<file path="src/rtl/ebus_pkg.sv">
package ebus_pkg;
    typedef enum logic [2:0] {
        ST_IDLE,
        ST_ADDR,
        ST_SETUP,
        ST_STROBE,
        ST_HOLD,
        ST_DONE
    } ebus_state_t;
endpackage

</file>
<file path="src/rtl/ebus_phase_len.sv">
// Converts the captured stretch code and access kind into phase lengths in clocks.
module ebus_phase_len #(
    parameter int CNT_W       = 6,
    parameter int CODE_W      = 3,
    parameter int BASE_STROBE = 2,
    parameter int STEP_LOG2   = 2,
    parameter int FAST_SETUP  = 1,
    parameter int SLOW_SETUP  = 5,
    parameter int FAST_HOLD   = 1,
    parameter int SLOW_HOLD   = 2
) (
    input  logic [CODE_W-1:0] code,
    input  logic              fetch,
    output logic [CNT_W-1:0]  setup_len,
    output logic [CNT_W-1:0]  strobe_len,
    output logic [CNT_W-1:0]  hold_len
);
    localparam int SCALED_W = CODE_W + STEP_LOG2;

    logic              slow;
    logic [SCALED_W-1:0] scaled;

    always_comb begin
        slow   = code[CODE_W-1] && !fetch;
        scaled = SCALED_W'(code) << STEP_LOG2;
        setup_len = slow ? CNT_W'(SLOW_SETUP) : CNT_W'(FAST_SETUP);
        hold_len  = slow ? CNT_W'(SLOW_HOLD)  : CNT_W'(FAST_HOLD);
        if (fetch || code == '0) begin
            strobe_len = CNT_W'(BASE_STROBE);
        end else begin
            strobe_len = CNT_W'(scaled);
        end
    end
endmodule

</file>
<file path="src/rtl/ebus_timer.sv">
// Phase down-counter: loading N makes expired rise in the Nth cycle after the load.
module ebus_timer #(
    parameter int CNT_W = 6
) (
    input  logic             clk,
    input  logic             rst_n,
    input  logic             load,
    input  logic [CNT_W-1:0] load_val,
    output logic             expired
);
    logic [CNT_W-1:0] cnt_q;

    always_ff @(posedge clk or negedge rst_n) begin
        if (!rst_n) begin
            cnt_q <= '0;
        end else if (load) begin
            cnt_q <= load_val - CNT_W'(1);
        end else if (cnt_q != '0) begin
            cnt_q <= cnt_q - CNT_W'(1);
        end
    end

    assign expired = (cnt_q == '0);
endmodule

</file>
<file path="src/rtl/ext_bus_ctrl.sv">
module ext_bus_ctrl #(
    parameter int ADDR_W   = 16,
    parameter int DATA_W   = 8,
    parameter int CODE_W   = 3,
    parameter int CNT_W    = 6,
    parameter int ALE_CLKS = 2
) (
    input  logic                   clk,
    input  logic                   rst_n,
    input  logic                   req_valid,
    input  logic                   req_write,
    input  logic                   req_fetch,
    input  logic [ADDR_W-1:0]      req_addr,
    input  logic [DATA_W-1:0]      req_wdata,
    input  logic [CODE_W-1:0]      stretch,
    output logic                   done,
    output logic [DATA_W-1:0]      rdata,
    output logic                   ale,
    output logic                   rd_n,
    output logic                   wr_n,
    output logic                   psen_n,
    output logic [ADDR_W-DATA_W-1:0] addr_hi,
    output logic [DATA_W-1:0]      ad_out,
    output logic                   ad_oe,
    input  logic [DATA_W-1:0]      ad_in
);
    import ebus_pkg::*;

    localparam int HI_W = ADDR_W - DATA_W;

    ebus_state_t       state_q, state_d;
    logic [ADDR_W-1:0] addr_q;
    logic [DATA_W-1:0] wdata_q;
    logic [DATA_W-1:0] rdata_q;
    logic [CODE_W-1:0] code_q;
    logic              write_q;
    logic              fetch_q;
    logic              tmr_load;
    logic [CNT_W-1:0]  tmr_val;
    logic              tmr_exp;
    logic [CNT_W-1:0]  setup_len, strobe_len, hold_len;
    logic              accept;
    logic              sample_rd;

    ebus_phase_len #(
        .CNT_W  (CNT_W),
        .CODE_W (CODE_W)
    ) u_len (
        .code       (code_q),
        .fetch      (fetch_q),
        .setup_len  (setup_len),
        .strobe_len (strobe_len),
        .hold_len   (hold_len)
    );

    ebus_timer #(
        .CNT_W (CNT_W)
    ) u_tmr (
        .clk      (clk),
        .rst_n    (rst_n),
        .load     (tmr_load),
        .load_val (tmr_val),
        .expired  (tmr_exp)
    );

    // Next-state and phase-timer loading
    always_comb begin
        state_d   = state_q;
        tmr_load  = 1'b0;
        tmr_val   = '0;
        accept    = 1'b0;
        sample_rd = 1'b0;
        unique case (state_q)
            ST_IDLE: begin
                if (req_valid) begin
                    accept   = 1'b1;
                    state_d  = ST_ADDR;
                    tmr_load = 1'b1;
                    tmr_val  = CNT_W'(ALE_CLKS);
                end
            end
            ST_ADDR: begin
                if (tmr_exp) begin
                    state_d  = ST_SETUP;
                    tmr_load = 1'b1;
                    tmr_val  = setup_len;
                end
            end
            ST_SETUP: begin
                if (tmr_exp) begin
                    state_d  = ST_STROBE;
                    tmr_load = 1'b1;
                    tmr_val  = strobe_len;
                end
            end
            ST_STROBE: begin
                if (tmr_exp) begin
                    state_d   = ST_HOLD;
                    tmr_load  = 1'b1;
                    tmr_val   = hold_len;
                    sample_rd = !write_q || fetch_q;
                end
            end
            ST_HOLD: begin
                if (tmr_exp) begin
                    state_d = ST_DONE;
                end
            end
            ST_DONE: begin
                state_d = ST_IDLE;
            end
            default: state_d = ST_IDLE;
        endcase
    end

    // State and captured request
    always_ff @(posedge clk or negedge rst_n) begin
        if (!rst_n) begin
            state_q <= ST_IDLE;
            addr_q  <= '0;
            wdata_q <= '0;
            rdata_q <= '0;
            code_q  <= '0;
            write_q <= 1'b0;
            fetch_q <= 1'b0;
        end else begin
            state_q <= state_d;
            if (accept) begin
                addr_q  <= req_addr;
                wdata_q <= req_wdata;
                code_q  <= stretch;
                write_q <= req_write && !req_fetch;
                fetch_q <= req_fetch;
            end
            if (sample_rd) begin
                rdata_q <= ad_in;
            end
        end
    end

    // Moore outputs
    always_comb begin
        ale    = 1'b0;
        rd_n   = 1'b1;
        wr_n   = 1'b1;
        psen_n = 1'b1;
        ad_oe  = 1'b0;
        ad_out = wdata_q;
        done   = 1'b0;
        unique case (state_q)
            ST_IDLE: ;
            ST_ADDR: begin
                ale    = 1'b1;
                ad_oe  = 1'b1;
                ad_out = addr_q[DATA_W-1:0];
            end
            ST_SETUP, ST_HOLD: begin
                ad_oe = write_q;
            end
            ST_STROBE: begin
                ad_oe  = write_q;
                psen_n = !fetch_q;
                wr_n   = !write_q;
                rd_n   = write_q || fetch_q;
            end
            ST_DONE: begin
                done = 1'b1;
            end
            default: ;
        endcase
    end

    assign addr_hi = addr_q[ADDR_W-1 -: HI_W];
    assign rdata   = rdata_q;
endmodule

</file>
<file path="config.mk">
export PLATFORM = sky130hd
export DESIGN_NAME = ext_bus_ctrl
export DESIGN_NICKNAME = d
export VERILOG_FILES = /design/src/rtl/ebus_pkg.sv /design/src/rtl/ebus_phase_len.sv /design/src/rtl/ebus_timer.sv /design/src/rtl/ext_bus_ctrl.sv
export SDC_FILE = /design/constraint.sdc
export NUM_CORES = 1
export LEC_CHECK = 0
export BUFFER_PORTS_ARGS = -buffer_cell sky130_fd_sc_hd__buf_2
export CORE_MARGIN = 5
export CORE_UTILIZATION = 51
export DETAILED_ROUTE_END_ITERATION = 7
export MAX_ROUTING_LAYER = met4
export PLACE_DENSITY = 0.87
export SLEW_MARGIN = 20
export SYNTH_ARGS = -nofsm -noshare
export SYNTH_HDL_FRONTEND = slang
export SYNTH_SLANG_ARGS = --single-unit
</file>
<file path="constraint.sdc">
create_clock -name clk -period 3.4 [get_ports clk]
set_clock_uncertainty 0.2 [all_clocks]
set_input_delay 0.68 -clock clk [delete_from_list [all_inputs] [get_ports clk]]
set_output_delay 0.68 -clock clk [all_outputs]
set_load 0.02 [all_outputs]
</file>
# Yosys cells after proc, flatten, opt, wreduce, memory -nomap -nowiden
# Index checks and enable logic that the tools add are counted.
[totals]
mem_bits_rw = 0
latch_bits = 0
reg_bits = 46
word_cells = 65
memories = 0
mem_bits_ro = 0
output_inout_bits = 30
[op_classes]
addsub = 2
n_div = 0
n_mul = 0
n_reduce_logical = 16
eq_ne = 10
n_mux = 29
n_bitwise = 0
order_cmp = 0
shifts = 0
[ops]
columns = ["cell", "count"]
rows = [
  ["6-bit 2-to-1 mux", 5],
  ["6-bit one-hot mux with 4 select lines", 1],
  ["3-bit 2-to-1 mux", 6],
  ["3-bit one-hot mux with 5 select lines", 1],
  ["6-bit by 1-bit subtractor with 6-bit output (second input constant)", 2],
  ["1-bit 2-to-1 mux", 10],
  ["2-bit inequality test (second input constant)", 5],
  ["8-bit 2-to-1 mux", 1],
  ["3-bit by 2-bit equality test with 1-bit output (second input constant)", 2],
  ["3-bit equality test (second input constant)", 2],
  ["3-bit logical NOT", 2],
  ["6-bit logical NOT", 1],
  ["6-bit nonzero test", 1],
  ["3-bit OR reduction", 2],
  ["5-bit 2-to-1 mux", 1],
  ["5-bit AND reduction", 1],
  ["2-bit 2-to-1 mux", 2],
  ["1-bit one-hot mux with 2 select lines", 2],
  ["3-bit by 1-bit equality test with 1-bit output (second input constant)", 1],
  ["1-bit logical NOT", 3],
  ["1-bit logical OR", 3],
  ["1-bit logical AND", 2],
  ["2-bit nonzero test", 1],
]

# Depth between registers and ports, before layout
[logic_depth]
word_depth = 7
ltp_mapped = 12
mapped_depth_nobuf = 10

# Hierarchy
# From an unflattened synthesis, not the netlist that was laid out.
[hier_totals]
hier_cells = 211
hier_area_um2 = 2482.4
[by_module_without_submodules]
columns = ["mod", "area_each_um2", "cells_per_inst", "n_inst", "seq_area_each_um2"]
rows = [
  ["ext_bus_ctrl", 1968.1, 150, 1, 1001.0],
  ["ebus_timer", 371.6, 39, 1, 150.1],
  ["ebus_phase_len", 142.6, 22, 1, 0.0],
]

# Worst setup path before layout
# Ideal clock, no wire load.
[synth_timing]
path_type = "register -> output"
from = "register state_q[0]"
to = "output port ad_out[0]"
t_required_ns = 2.520
slack_ns = 0.739
arrival_ns = 1.781
path_stages_with_launch = 6
path_cell_list = "dfrtp_1 -> buf_2 -> clkbuf_1 -> and3_1 -> clkbuf_1 -> mux2_1"
[synth_via]
elab_chain_cells = 2
[synth_lines]
columns = ["item", "line", "rtl"]
rows = [
  ["start, declared", "ext_bus_ctrl.sv:31", "ebus_state_t state_q, state_d;"],
  ["start signal, assigned", "ext_bus_ctrl.sv:127", "state_q <= state_d;"],
  ["3-bit by 1-bit equality test with 1-bit output", "ext_bus_ctrl.sv:150", "unique case (state_q)"],
  ["8-bit 2-to-1 mux", "ext_bus_ctrl.sv:150", ""],
  ["end, declared", "ext_bus_ctrl.sv:23", "output logic [DATA_W-1:0] ad_out,"],
]
# Every way passes these cells.

# Worst setup path after layout
[layout_timing]
from = "register state_q[2]"
to = "output port ad_out[7]"
# The elaborated chain is that of the path after synthesis.

==> summary.txt <==
Power and ir drop
  – Pwr/cell area: 985 nW/um2
  – Lkg Pwr: 1.23 nW
  – Maximum vdd ir drop: 0.499 mV

Timing
  – Slew headroom: 39.3%
  – Final period util: 86.7%
  – Final setup fails: 0
  – Min cycle time layout: 2.95 ns
  – Achievable Freq: 0.339 GHz
  – Setup repair after global routing missed its margin: false
  – Post-route setup slack: 0.451 ns
  – Count of pins over their slew limit: 0
  – Hold Vio Cnt, Final: 0
  – Setup TNS: 0 ns
  – Slew @ Worst Pin: 0.906 ns

Clocking
  – Clock Root Buffer: clkbuf_8
  – Resized Gates After CTS: 0
  – Skew-Pair Late Insertion Delay: 0.30 ns
  – H-tree level count: 2
  – CTS tree: done
  – Total CTS buffers: 5
  – Clk sinks: 46
  – Setup Buffers After CTS: 0
  – Cts hold-fix bufs: 0
  – Worst-path clk slew: 0.08 ns
  – Max clock buf depth: 2

Cells and area
  – Most common cell after layout, fill and taps aside: buf_2
  – Layout area overhead: 17.3%
  – Commonest non-fill, non-tap cells in the layout: 68 x buf_2, 46 x dfrtp_1, 36 x mux2_1
  – ANT cells: 0
  – Share of layout cells above drive strength 1: 36.0%
  – Nets: 294

Synthesis
  – Yosys warnings: 0
  – Gate Count Post-Synth: 196
  – Async set-reset flop share out of synthesis: 100%
  – #FFs+latches synth: 46
  – Cell Area, Synth: 2310 um2
  – Cell variety after synth: 48
  – Top FF cell, synth: dfrtp_1
  – Syn Area/Cell: 11.8 um2
  – Sequential area share after synthesis: 49.8%
  – Syn_nets: 237
  – Post-synth EDFFs: 0

Die
  – Die W: 77.3 um
  – # rows: 24
  – Die height: 77.3 um
  – Die area: 5970 um2
  – Core Box Area: 4380 um2
  – Starting density of the core: 52.7%
  – I/O Pins: 70

Worst setup path
  – Startpoint Class: flip-flop
  – Cell Chain, Critical Path: inv_1, and3_1, mux2_1, buf_2
  – Worst Setup SP: state_q[2]
  – Reg2reg start: u_tmr.cnt_q[0]
  – Crit Path Category: flip-flop to output port
  – Crit-path max cell delay: 0.56 ns
  – CP Data Arrival Time: 2.07 ns
  – Crit Path Max Fanout: 14
  – Worst Path Buf+Inv: 2
  – Critical-path top delay cell: dfrtp_1
  – Crit path max-delay family: flip-flops
  – Worst setup EP type: output port
  – WP data required: 2.52 ns

Detailed routing
  – Final wirelength: 5040 um
  – Vias: 1739
  – DRC violations left: 0
  – DR WL/cell: 16.5 um
  – Vias per cell: 5.70
  – First DRT Iteration DRCs: 97
  – Drt pass-1 iters: 4
  – Antenna Nets Post-Route: 0

Global routing
  – Initial antenna violation count: 0
  – Vias in the first global route: 1846
  – GRT overflow: 0
  – Global-route wire length before repair: 8770 um
  – Largest net degree at the start of global routing: 47
  – GRT Resource Usage Total: 18.6%

Place
  – RePlAce Congestion: 0.982
  – Buffers on Ports: 69
  – Setup slack at placement: 0.769 ns
  – DP HPWL: 3680 um

Min path
  – Path category of the worst min-delay check: primary input to asynchronous set/reset pin

Run status
  – Outcome: complete, no violations

Job
  – Max-Cap Viols: 0
[worst paths after layout]
check	slack [ns]	to	cells past startpoint
max	0.45	ad_out[7]	4
min	0.16	wdata_q[0]	1
max reg2reg	0.64	u_tmr.cnt_q[4]	8
min reg2reg	0.28	addr_q[9]	1
max in group asynchronous	2.44	rdata[3]	1
min in group clk	0.28	addr_q[9]	1
[cell usage after synthesis, drive strengths merged (2+ instances only)]
master | number | area [um2]
nand3 | 5 | 25.0
a21oi | 4 | 20.0
o31a | 2 | 18.8
buf | 12 | 78.8
nor4b | 2 | 23.8
a21boi | 2 | 15.0
inv | 5 | 18.8
mux2i | 2 | 20.0
nand3b | 4 | 30.0
nand2 | 11 | 43.8
nor2 | 4 | 15.0
mux2 | 44 | 495
a31oi | 5 | 31.3
o211ai | 2 | 15.0
dfrtp | 46 | 1150
o21ai | 9 | 45.0
or2 | 3 | 18.8
nand4 | 2 | 12.5
o22ai | 2 | 12.5
or3 | 2 | 12.5
clkbuf | 8 | 30.0
and3 | 3 | 18.8
[final cells by class]
class	instances	area, um2
Clock buffer	6	72.6
Clock inverter	1	7.51
Fill cell	348	1670
Inverter	6	22.5
Multi-Input combinational cell	124	1040
Sequential cell	46	1150
Tap cell	52	65.1
Timing Repair Buffer	70	355
[routing by layer]
layer / vias to the layer above / part of all wire, % / GRT usage, % / routed length, um
met4: 0 / 2.2 / 7.22 / 112
met2: 77 / 52 / 31.2 / 2650
li1: 812 / - / - / -
met3: 13 / 6.0 / 4.80 / 301
met1: 837 / 39 / 21.2 / 1980
met5: - / 0 / - / 0
[where the power goes]
group	switching, W	internal [W]
logic	0.000747	0.000557
clock network	0.000178	0.000141
registers	0.000229	0.000817
[logic make-up after synthesis]
logic type      Yosys count  share of synthesized area [%]
compound gates           33                           9.70
flops                    46                           49.8
mux                      46                           22.3
fa+ha+maj                 1                          0.542
simple gates             43                           11.5
xor+xnor                  1                          0.379
buf+inv                  26                           5.69
[per-stage QoR]
| step | power, W | utilization (%) | std cells | hold WS [ns] | cell area (um2) |
|---|---|---|---|---|---|
| 6_report | 0.00267 | 61.8 | 305 | 0.162 | 2710 |
| 5_1_grt | 0.00288 | 61.8 | 305 | 0.212 | 2710 |
| 4_1_cts | 0.00269 | 61.8 | 305 | 0.288 | 2710 |
| 3_5_place_dp | 0.00236 | 59.9 | 298 | 0.269 | 2630 |
| 3_3_place_gp | 0.00230 | 59.9 | 298 | 0.261 | 2630 |
| 2_1_floorplan | 0.00202 | - | 196 | 0.184 | 2310 |
[sequential cells by signal (all words and copies together) (netlist names)]
register     count
addr_q          16
code_q           3
fetch_q          1
rdata            8
state_q          3
u_tmr.cnt_q      6
wdata_q          8
write_q          1
(Power assumes the default switching activity.)
